File: src/rtl/lsusb_tx_pkg.sv
package lsusb_tx_pkg;
    typedef enum logic [2:0] {
        ST_IDLE,
        ST_PREP,
        ST_ACQ,
        ST_SEND,
        ST_SE0,
        ST_EOPJ
    } tx_state_e;
endpackage

File: src/rtl/lsusb_tx_bit_timer.sv
module lsusb_tx_bit_timer #(
    parameter int CLKS_PER_BIT = 11
) (
    input  logic clk,
    input  logic rst_n,
    input  logic clear_i,
    output logic tick_o
);
    localparam int CNT_W = $clog2(CLKS_PER_BIT);
    localparam logic [CNT_W-1:0] LAST = CNT_W'(CLKS_PER_BIT - 1);

    logic [CNT_W-1:0] cnt_d, cnt_q;

    assign tick_o = (cnt_q == LAST);

    always_comb begin
        if (clear_i || tick_o) cnt_d = '0;
        else                   cnt_d = cnt_q + CNT_W'(1);
    end

    always_ff @(posedge clk or negedge rst_n) begin
        if (!rst_n) cnt_q <= '0;
        else        cnt_q <= cnt_d;
    end
endmodule

File: src/rtl/lsusb_tx_feed.sv
module lsusb_tx_feed #(
    parameter int LEN_W = 4
) (
    input  logic             clk,
    input  logic             rst_n,
    input  logic             load_i,
    input  logic [LEN_W-1:0] load_cnt_i,
    input  logic             take_i,
    input  logic [7:0]       in_data_i,
    input  logic             in_valid_i,
    output logic             in_ready_o,
    output logic [7:0]       byte_o
);
    logic [LEN_W-1:0] owed_d, owed_q;
    logic             full_d, full_q;
    logic [7:0]       hold_d, hold_q;

    assign in_ready_o = (owed_q != '0) && !full_q;
    assign byte_o     = hold_q;

    always_comb begin
        owed_d = owed_q;
        full_d = full_q;
        hold_d = hold_q;
        if (load_i) begin
            owed_d = load_cnt_i;
            full_d = 1'b0;
        end else begin
            if (take_i) full_d = 1'b0;
            if (in_valid_i && in_ready_o) begin
                full_d = 1'b1;
                hold_d = in_data_i;
                owed_d = owed_q - LEN_W'(1);
            end
        end
    end

    always_ff @(posedge clk or negedge rst_n) begin
        if (!rst_n) begin
            owed_q <= '0;
            full_q <= 1'b0;
            hold_q <= '0;
        end else begin
            owed_q <= owed_d;
            full_q <= full_d;
            hold_q <= hold_d;
        end
    end
endmodule

File: src/rtl/lsusb_tx.sv
module lsusb_tx
    import lsusb_tx_pkg::*;
#(
    parameter int          CLKS_PER_BIT = 11,
    parameter int          MAX_BYTES    = 12,
    parameter int          STUFF_RUN    = 6,
    parameter int          ADDR_W       = 7,
    parameter logic [7:0]  SYNC_BYTE    = 8'h80,
    parameter int          LEN_W        = $clog2(MAX_BYTES + 1)
) (
    input  logic              clk,
    input  logic              rst_n,
    input  logic              start_i,
    input  logic              is_data_i,
    input  logic [LEN_W-1:0]  len_i,
    input  logic [7:0]        in_data_i,
    input  logic              in_valid_i,
    output logic              in_ready_o,
    input  logic [ADDR_W-1:0] new_addr_i,
    output logic [ADDR_W-1:0] dev_addr_o,
    output logic              dp_o,
    output logic              dm_o,
    output logic              oe_o,
    output logic              busy_o,
    output logic              done_o
);
    localparam int MAX_PAYLOAD = MAX_BYTES - 1;
    localparam int RUN_W       = $clog2(STUFF_RUN + 1);
    localparam logic [3:0] BYTE_END = 4'd8;

    typedef struct packed {
        tx_state_e         st;
        logic [7:0]        sh;
        logic [3:0]        bidx;
        logic [RUN_W-1:0]  ones;
        logic [LEN_W-1:0]  left;
        logic              lvl;
        logic              pkt_data;
        logic              eop_half;
        logic              done;
        logic [ADDR_W-1:0] addr;
    } tx_regs_t;

    tx_regs_t r_d, r_q;

    logic             tick;
    logic             timer_clr;
    logic             feed_load;
    logic [LEN_W-1:0] feed_cnt;
    logic             feed_take;
    logic [7:0]       feed_byte;
    logic             len_ok;
    logic             step;
    logic [7:0]       cur;

    lsusb_tx_bit_timer #(.CLKS_PER_BIT(CLKS_PER_BIT)) u_timer (
        .clk     (clk),
        .rst_n   (rst_n),
        .clear_i (timer_clr),
        .tick_o  (tick)
    );

    lsusb_tx_feed #(.LEN_W(LEN_W)) u_feed (
        .clk        (clk),
        .rst_n      (rst_n),
        .load_i     (feed_load),
        .load_cnt_i (feed_cnt),
        .take_i     (feed_take),
        .in_data_i  (in_data_i),
        .in_valid_i (in_valid_i),
        .in_ready_o (in_ready_o),
        .byte_o     (feed_byte)
    );

    assign timer_clr = (r_q.st == ST_IDLE) || (r_q.st == ST_PREP) || (r_q.st == ST_ACQ);
    assign len_ok    = !is_data_i || ((len_i != '0) && (len_i <= LEN_W'(MAX_PAYLOAD)));
    assign feed_cnt  = is_data_i ? len_i : LEN_W'(1);
    assign step      = (r_q.st == ST_ACQ) || ((r_q.st == ST_SEND) && tick);

    always_comb begin
        r_d       = r_q;
        r_d.done  = 1'b0;
        feed_load = 1'b0;
        feed_take = 1'b0;
        cur       = r_q.sh;
        case (r_q.st)
            ST_IDLE: begin
                if (start_i && len_ok) begin
                    r_d.st       = ST_PREP;
                    r_d.lvl      = 1'b1;
                    r_d.sh       = SYNC_BYTE;
                    r_d.bidx     = '0;
                    r_d.ones     = '0;
                    r_d.left     = feed_cnt;
                    r_d.pkt_data = is_data_i;
                    feed_load    = 1'b1;
                end
            end
            ST_PREP: r_d.st = ST_ACQ;
            ST_ACQ, ST_SEND: begin
                if (step) begin
                    if (r_q.ones == RUN_W'(STUFF_RUN)) begin
                        // inserted toggle, no data consumed
                        r_d.lvl  = ~r_q.lvl;
                        r_d.ones = '0;
                        r_d.st   = ST_SEND;
                    end else if ((r_q.bidx == BYTE_END) && (r_q.left == '0)) begin
                        r_d.st       = ST_SE0;
                        r_d.eop_half = 1'b0;
                    end else begin
                        if (r_q.bidx == BYTE_END) begin
                            cur       = feed_byte;
                            feed_take = 1'b1;
                            r_d.left  = r_q.left - LEN_W'(1);
                            r_d.bidx  = 4'd1;
                        end else begin
                            r_d.bidx  = r_q.bidx + 4'd1;
                        end
                        r_d.sh = {1'b0, cur[7:1]};
                        if (cur[0]) begin
                            r_d.ones = r_q.ones + RUN_W'(1);
                        end else begin
                            r_d.lvl  = ~r_q.lvl;
                            r_d.ones = '0;
                        end
                        r_d.st = ST_SEND;
                    end
                end
            end
            ST_SE0: begin
                if (tick) begin
                    if (r_q.eop_half) r_d.st = ST_EOPJ;
                    else              r_d.eop_half = 1'b1;
                end
            end
            ST_EOPJ: begin
                if (tick) begin
                    r_d.st   = ST_IDLE;
                    r_d.done = 1'b1;
                    if (r_q.pkt_data) r_d.addr = new_addr_i;
                end
            end
            default: r_d.st = ST_IDLE;
        endcase
    end

    always_ff @(posedge clk or negedge rst_n) begin
        if (!rst_n) begin
            r_q          <= '0;
            r_q.st       <= ST_IDLE;
            r_q.lvl      <= 1'b1;
        end else begin
            r_q <= r_d;
        end
    end

    always_comb begin
        oe_o = 1'b0;
        dp_o = 1'b0;
        dm_o = 1'b0;
        case (r_q.st)
            ST_PREP: dm_o = 1'b1;
            ST_ACQ: begin
                oe_o = 1'b1;
                dm_o = 1'b1;
            end
            ST_SEND: begin
                oe_o = 1'b1;
                dm_o = r_q.lvl;
                dp_o = ~r_q.lvl;
            end
            ST_SE0: oe_o = 1'b1;
            ST_EOPJ: begin
                oe_o = 1'b1;
                dm_o = 1'b1;
            end
            default: ;
        endcase
    end

    assign busy_o     = (r_q.st != ST_IDLE);
    assign done_o     = r_q.done;
    assign dev_addr_o = r_q.addr;
endmodule

File: config.mk
export PLATFORM = sky130hd
export DESIGN_NAME = lsusb_tx
export DESIGN_NICKNAME = d
export VERILOG_FILES = /design/src/rtl/lsusb_tx_pkg.sv /design/src/rtl/lsusb_tx_bit_timer.sv /design/src/rtl/lsusb_tx_feed.sv /design/src/rtl/lsusb_tx.sv
export SDC_FILE = /design/constraint.sdc
export NUM_CORES = 1
export LEC_CHECK = 0
export CAP_MARGIN = 20
export CELL_PAD_IN_SITES_DETAIL_PLACEMENT = 1
export CELL_PAD_IN_SITES_GLOBAL_PLACEMENT = 2
export CORE_MARGIN = 10
export CORE_UTILIZATION = 38
export CTS_CLUSTER_SIZE = 8
export DETAILED_ROUTE_END_ITERATION = 8
export GPL_ROUTABILITY_DRIVEN = 1
export PLACE_DENSITY = 0.89
export REMOVE_ABC_BUFFERS = 1
export SLEW_MARGIN = 20
export SYNTH_ARGS = -nofsm -noshare
export SYNTH_HDL_FRONTEND = slang
export SYNTH_SLANG_ARGS = --single-unit
File: constraint.sdc
create_clock -name clk -period 4.5 [get_ports clk]
set_input_delay 1.125 -clock clk [delete_from_list [all_inputs] [get_ports clk]]
set_output_delay 1.125 -clock clk [all_outputs]
set_load 0.01 [all_outputs]
# Word-level counts from Yosys, hierarchy flattened
# Cells that the tools add are included.
# op_classes
addsub	5
order_cmp	1
n_eq_ne	19
n_mux	48
bitwise	2
reduce_logical	34
# ops
cell	n
8-bit 2-to-1 mux	7
20-bit one-hot mux with 2 select lines	1
4-bit 2-to-1 mux	7
24-bit 2-to-1 mux	1
23-bit 2-to-1 mux	1
3-bit 2-to-1 mux	7
20-bit 2-to-1 mux	1
5-bit AND reduction	4
1-bit 2-to-1 mux	18
2-bit inequality test (second input constant)	8
3-bit one-hot mux with 5 select lines	1
12-bit 2-to-1 mux	1
3-bit == test (second input constant)	3
4-bit by 1-bit adder with 4-bit output (second input constant)	2
4-bit == test (second input constant)	2
4-bit nonzero test	2
4-bit by 1-bit subtractor with 4-bit output (second input constant)	2
7-bit 2-to-1 mux	1
3-bit by 2-bit == test with 1-bit output (second input constant)	2
1-bit logical AND	6
3-bit inequality test (second input constant)	2
6-bit AND reduction	1
2-bit nonzero test	3
3-bit nonzero test	2
other kinds (16)	24
# totals
ff_bits	50
elab_cells	123

# Logic depth before layout (Yosys ltp)
# logic_depth
depth_word	11
depth_mapped	9
mapped_depth_nobuf	7

# Hierarchy
# Synthesis repeated with hierarchy kept, for this count alone.
# hier_totals
hier_cells	283
area_unflattened_um2	2864.0
# by_module_without_submodules
module	n_inst	cells_per_inst	area_per_inst_um2
lsusb_tx	1	213	2031.9
lsusb_tx_feed	1	51	635.6
lsusb_tx_bit_timer	1	19	196.4

# Worst setup path after synthesis
# OpenSTA, ideal clock, no wires.
# synth_timing
path_type	input port to flip-flop
start	input len_i[0]
end	register u_feed.hold_q[0], in the netlist u_feed.byte_o[0]
setup_time_ns	0.125
arrival_ns	2.526
path_slack_ns	1.849
stages	7
cell_sequence	nor4_4 > o22ai_2 > and2_4 > buf_6 > or2_1 > buf_6 > mux2_4
# synth_between
elab_chain_cells	8
elab_cells_between_ends	9
classes_between	order compare: 1; mux: 2; bitwise: 1; reduce/logical: 5
# synth_rtl
element	line	text
start: declaration	lsusb_tx.sv:15	input logic [LEN_W-1:0] len_i,
4-bit less-or-equal comparator or 4-bit nonzero test (tied branches)	lsusb_tx.sv:76	assign len_ok = !is_data_i || ((len_i != '0) && (len_i <= LEN_W'(MAX_PAYLOAD)));
1-bit logical AND *	lsusb_tx.sv:76	
1-bit logical OR *	lsusb_tx.sv:76	
1-bit logical AND *	lsusb_tx.sv:88	if (start_i && len_ok) begin
1-bit 2-to-1 mux *	lsusb_tx.sv:88	
1-bit 2-to-1 mux *	lsusb_tx.sv:86	case (r_q.st)
1-bit NOT (no source line) *	-	
2-bit AND reduction (no source line) *	-	
end signal: assignment	lsusb_tx_feed.sv:46	hold_q <= hold_d;
end: declaration	lsusb_tx_feed.sv:16	logic [7:0] hold_d, hold_q;
# Every way passes the cells marked *; elsewhere a longest branch is shown, timed or not.
# A chain may end at the register's enable or synchronous reset.

# Worst setup path in the final report
# layout_timing
start	input len_i[2]
end	register u_feed.hold_q[2], in the netlist u_feed.byte_o[2]
# Same word-level chain as after synthesis.

==> qor.csv <==
metric,value,unit
endpoint class of the critical path,register,
pwr/cell area,536.8,nW/µm²
routed wire length per instance,16.38,µm
Post-synth EDFFs,0,
clk_lat worst skew,0.31,ns
die width,105.2,µm
synth warn,0,
async set-reset flop share out of synthesis,1.000,
Max Slew Vio Count,0,
leading area contributor after synthesis,dfrtp_1,
GR Util All Layers,0.1142,
max_slew headroom,0.5084,
setup violators final,0,
path type of the worst min-delay path,register to register,
average size of a mapped cell,10.65,µm²
Syn-to-layout area delta,17.46,%
outcome,finished clean,
"count leader, synth",dfrtp_1,
number of buffers on the longest clock path,2,
fin crit share,0.6934,
ranking of synthesized cells by area,"dfrtp_1 44%, ha_1 4.5%, mux2_4 4.4%",
# hold bufs at CTS,0,
total global routing overflow,0,
Post-Syn Instances,259,
post-synthesis register bit count,50,
Netlist cell types,60,
CTS root buf,clkbuf_8,
Num CTS Buffers,5,
crit path from,len_i[2],
Post-Syn Area,2759,µm²
# resized after CTS,0,
Clock Skews,0.01419,ns
Final Critical Period,3.121,ns
TritonCTS clock tree,yes,
pin count of the biggest net entering global routing,32,
core area,7137,µm²
worst-path fanout max,10,
final hold violation count,0,
Startpoint Class,input port,
WL final,6357,µm
drt first-iter violations,90,
Total Power,1740,µW
FMAX,320.5,MHz
worst-margin pin slew,0.7188,ns
Antenna Nets Post-Route,0,
"Clk pin slew, worst setup/hold paths",0.09,ns
ANT cells,0,
PortBufs,36,
Max Cap Viol,0,
Vias,2047,
setup TNS,0,ns
worst reg2reg setup slack,1.93,ns
first-pass GRT wire length,10590,µm
required time worst endpoint,4.70,ns
H-Tree Depth,2,
clk sink count,50,
worst setup path category,input port to register,
crit path DAT,3.32,ns
"Seq/Total Area, Yosys",0.4540,
nets,322,
# IOs,37,
Final HPWL DP,4796,µm
share of the synthesized area in the top cell type,0.4444,
Crit Reg-Reg Startpoint,r_q[32]$_DFFE_PN0P_,
DRT Pass-1 Iters,4,
RSZ-0062 raised after global routing,no,
Worst VDD drop,0.1450,mV
die area,11070,µm²
Fill cells,828,
worst hold path startpoint,u_timer.cnt_q[0]$_DFF_PN0_,
antenna violations before repair,0,
initial core utilization,0.3866,
vias in the first global route,2093,
gpl congestion,0.7693,
Pleak,0.001403,µW
Die H,105.2,µm
Synth Flop Type,dfrtp_1,
FP Rows,31,
layout cells sized above 1,0.1280,
Setup Buffers After CTS,0,
DR vias/cell,5.276,
synth cell count leaders,"49 x dfrtp_1, 20 x nor2_1, 16 x nand2_1",
DRC viols,0,
per-layer routing:
| layer | vias up | track usage | share of wire |
|---|---|---|---|
| met5 | - | 0 | 0 |
| met4 | 0 | 0.03627 | 0.011 |
| met3 | 4 | 0.02641 | 0.034 |
| met2 | 37 | 0.1849 | 0.48 |
| met1 | 1017 | 0.1468 | 0.47 |
| li1 | 989 | - | - |
cells in the final DEF (no fill, tap or decap), types with 3 or more instances in the layout:
cell type	n
clkbuf_8	5
nand2_1	16
nor2_1	20
mux2_4	8
xor2_1	4
and3_1	3
o2bb2ai_1	8
o21ai_0	8
nand3_1	10
a21oi_1	13
inv_1	15
mux2_2	10
mux2i_1	10
clkdlybuf4s50_1	35
nor3_1	3
dfrtp_1	49
ha_1	10
xnor2_1	4
logic make-up after synthesis:
family / after synthesis / share of synthesized area
xor+xnor: 8 / 0.02539
flops: 50 / 0.4540
buf+inv: 32 / 0.06077
simple gates: 74 / 0.1442
compound gates: 57 / 0.1497
fa+ha+maj: 10 / 0.04535
mux: 28 / 0.1206
stage by stage:
step	worst slack (ns)	utilization	std cells	hold WS (ns)	instance area [µm²]
3_5_place_dp	1.069	0.4407	380	0.4769	3146
5_1_grt	1.272	0.4541	388	0.5120	3241
4_1_cts	1.385	0.4541	388	0.4998	3241
6_report	1.379	0.4541	388	0.4960	3241
2_1_floorplan	1.880	-	243	0.4520	2651
3_3_place_gp	1.135	0.4407	380	0.4721	3146
final timing paths:
kind,endpoint,cells after the start
hold / removal,u_timer.cnt_q[0]$_DFF_PN0_,1
min in group asynchronous,dev_addr_o[1]$_DFFE_PN0P_,1
hold reg to reg,u_timer.cnt_q[0]$_DFF_PN0_,1
setup reg to reg,r_q[21]$_DFFE_PN0P_,6
max in group asynchronous,r_q[10]$_DFFE_PN1P_,2
setup / recovery,u_feed.byte_o[2]$_DFFE_PN0P_,6
power by group:
part	switching [µW]	internal, µW
sequential	120	583
combinational	402	358
clock	162	115
total	684	1060
registers in the layout (all words and copies together) (netlist names):
signal and cells:
done_o 1, r_q 25, u_feed.full_q 1, u_feed.byte_o 8
u_timer.cnt_q 4, dev_addr_o 7, u_feed.owed_q 4
critical path, stage by stage:
cell and delay, ns:
clkdlybuf4s50_1 0.53, a21bo_2 0.27, o22ai_2 0.29, and2_4 0.28, or2_1 0.48, mux2_4 0.34
area by class of cell:
class                   count  area (µm²)  share of cell area
well taps                  99       123.9             0.03822
repair buffers             38       370.4              0.1143
clock inverters             3       26.28            0.008108
multi-input cells         177        1339              0.4131
inverters                  16       60.06             0.01853
flip-flops and latches     50        1252              0.3865
clock buffers               5       68.82             0.02124
Note: power is estimated with default switching activity, not from simulation.
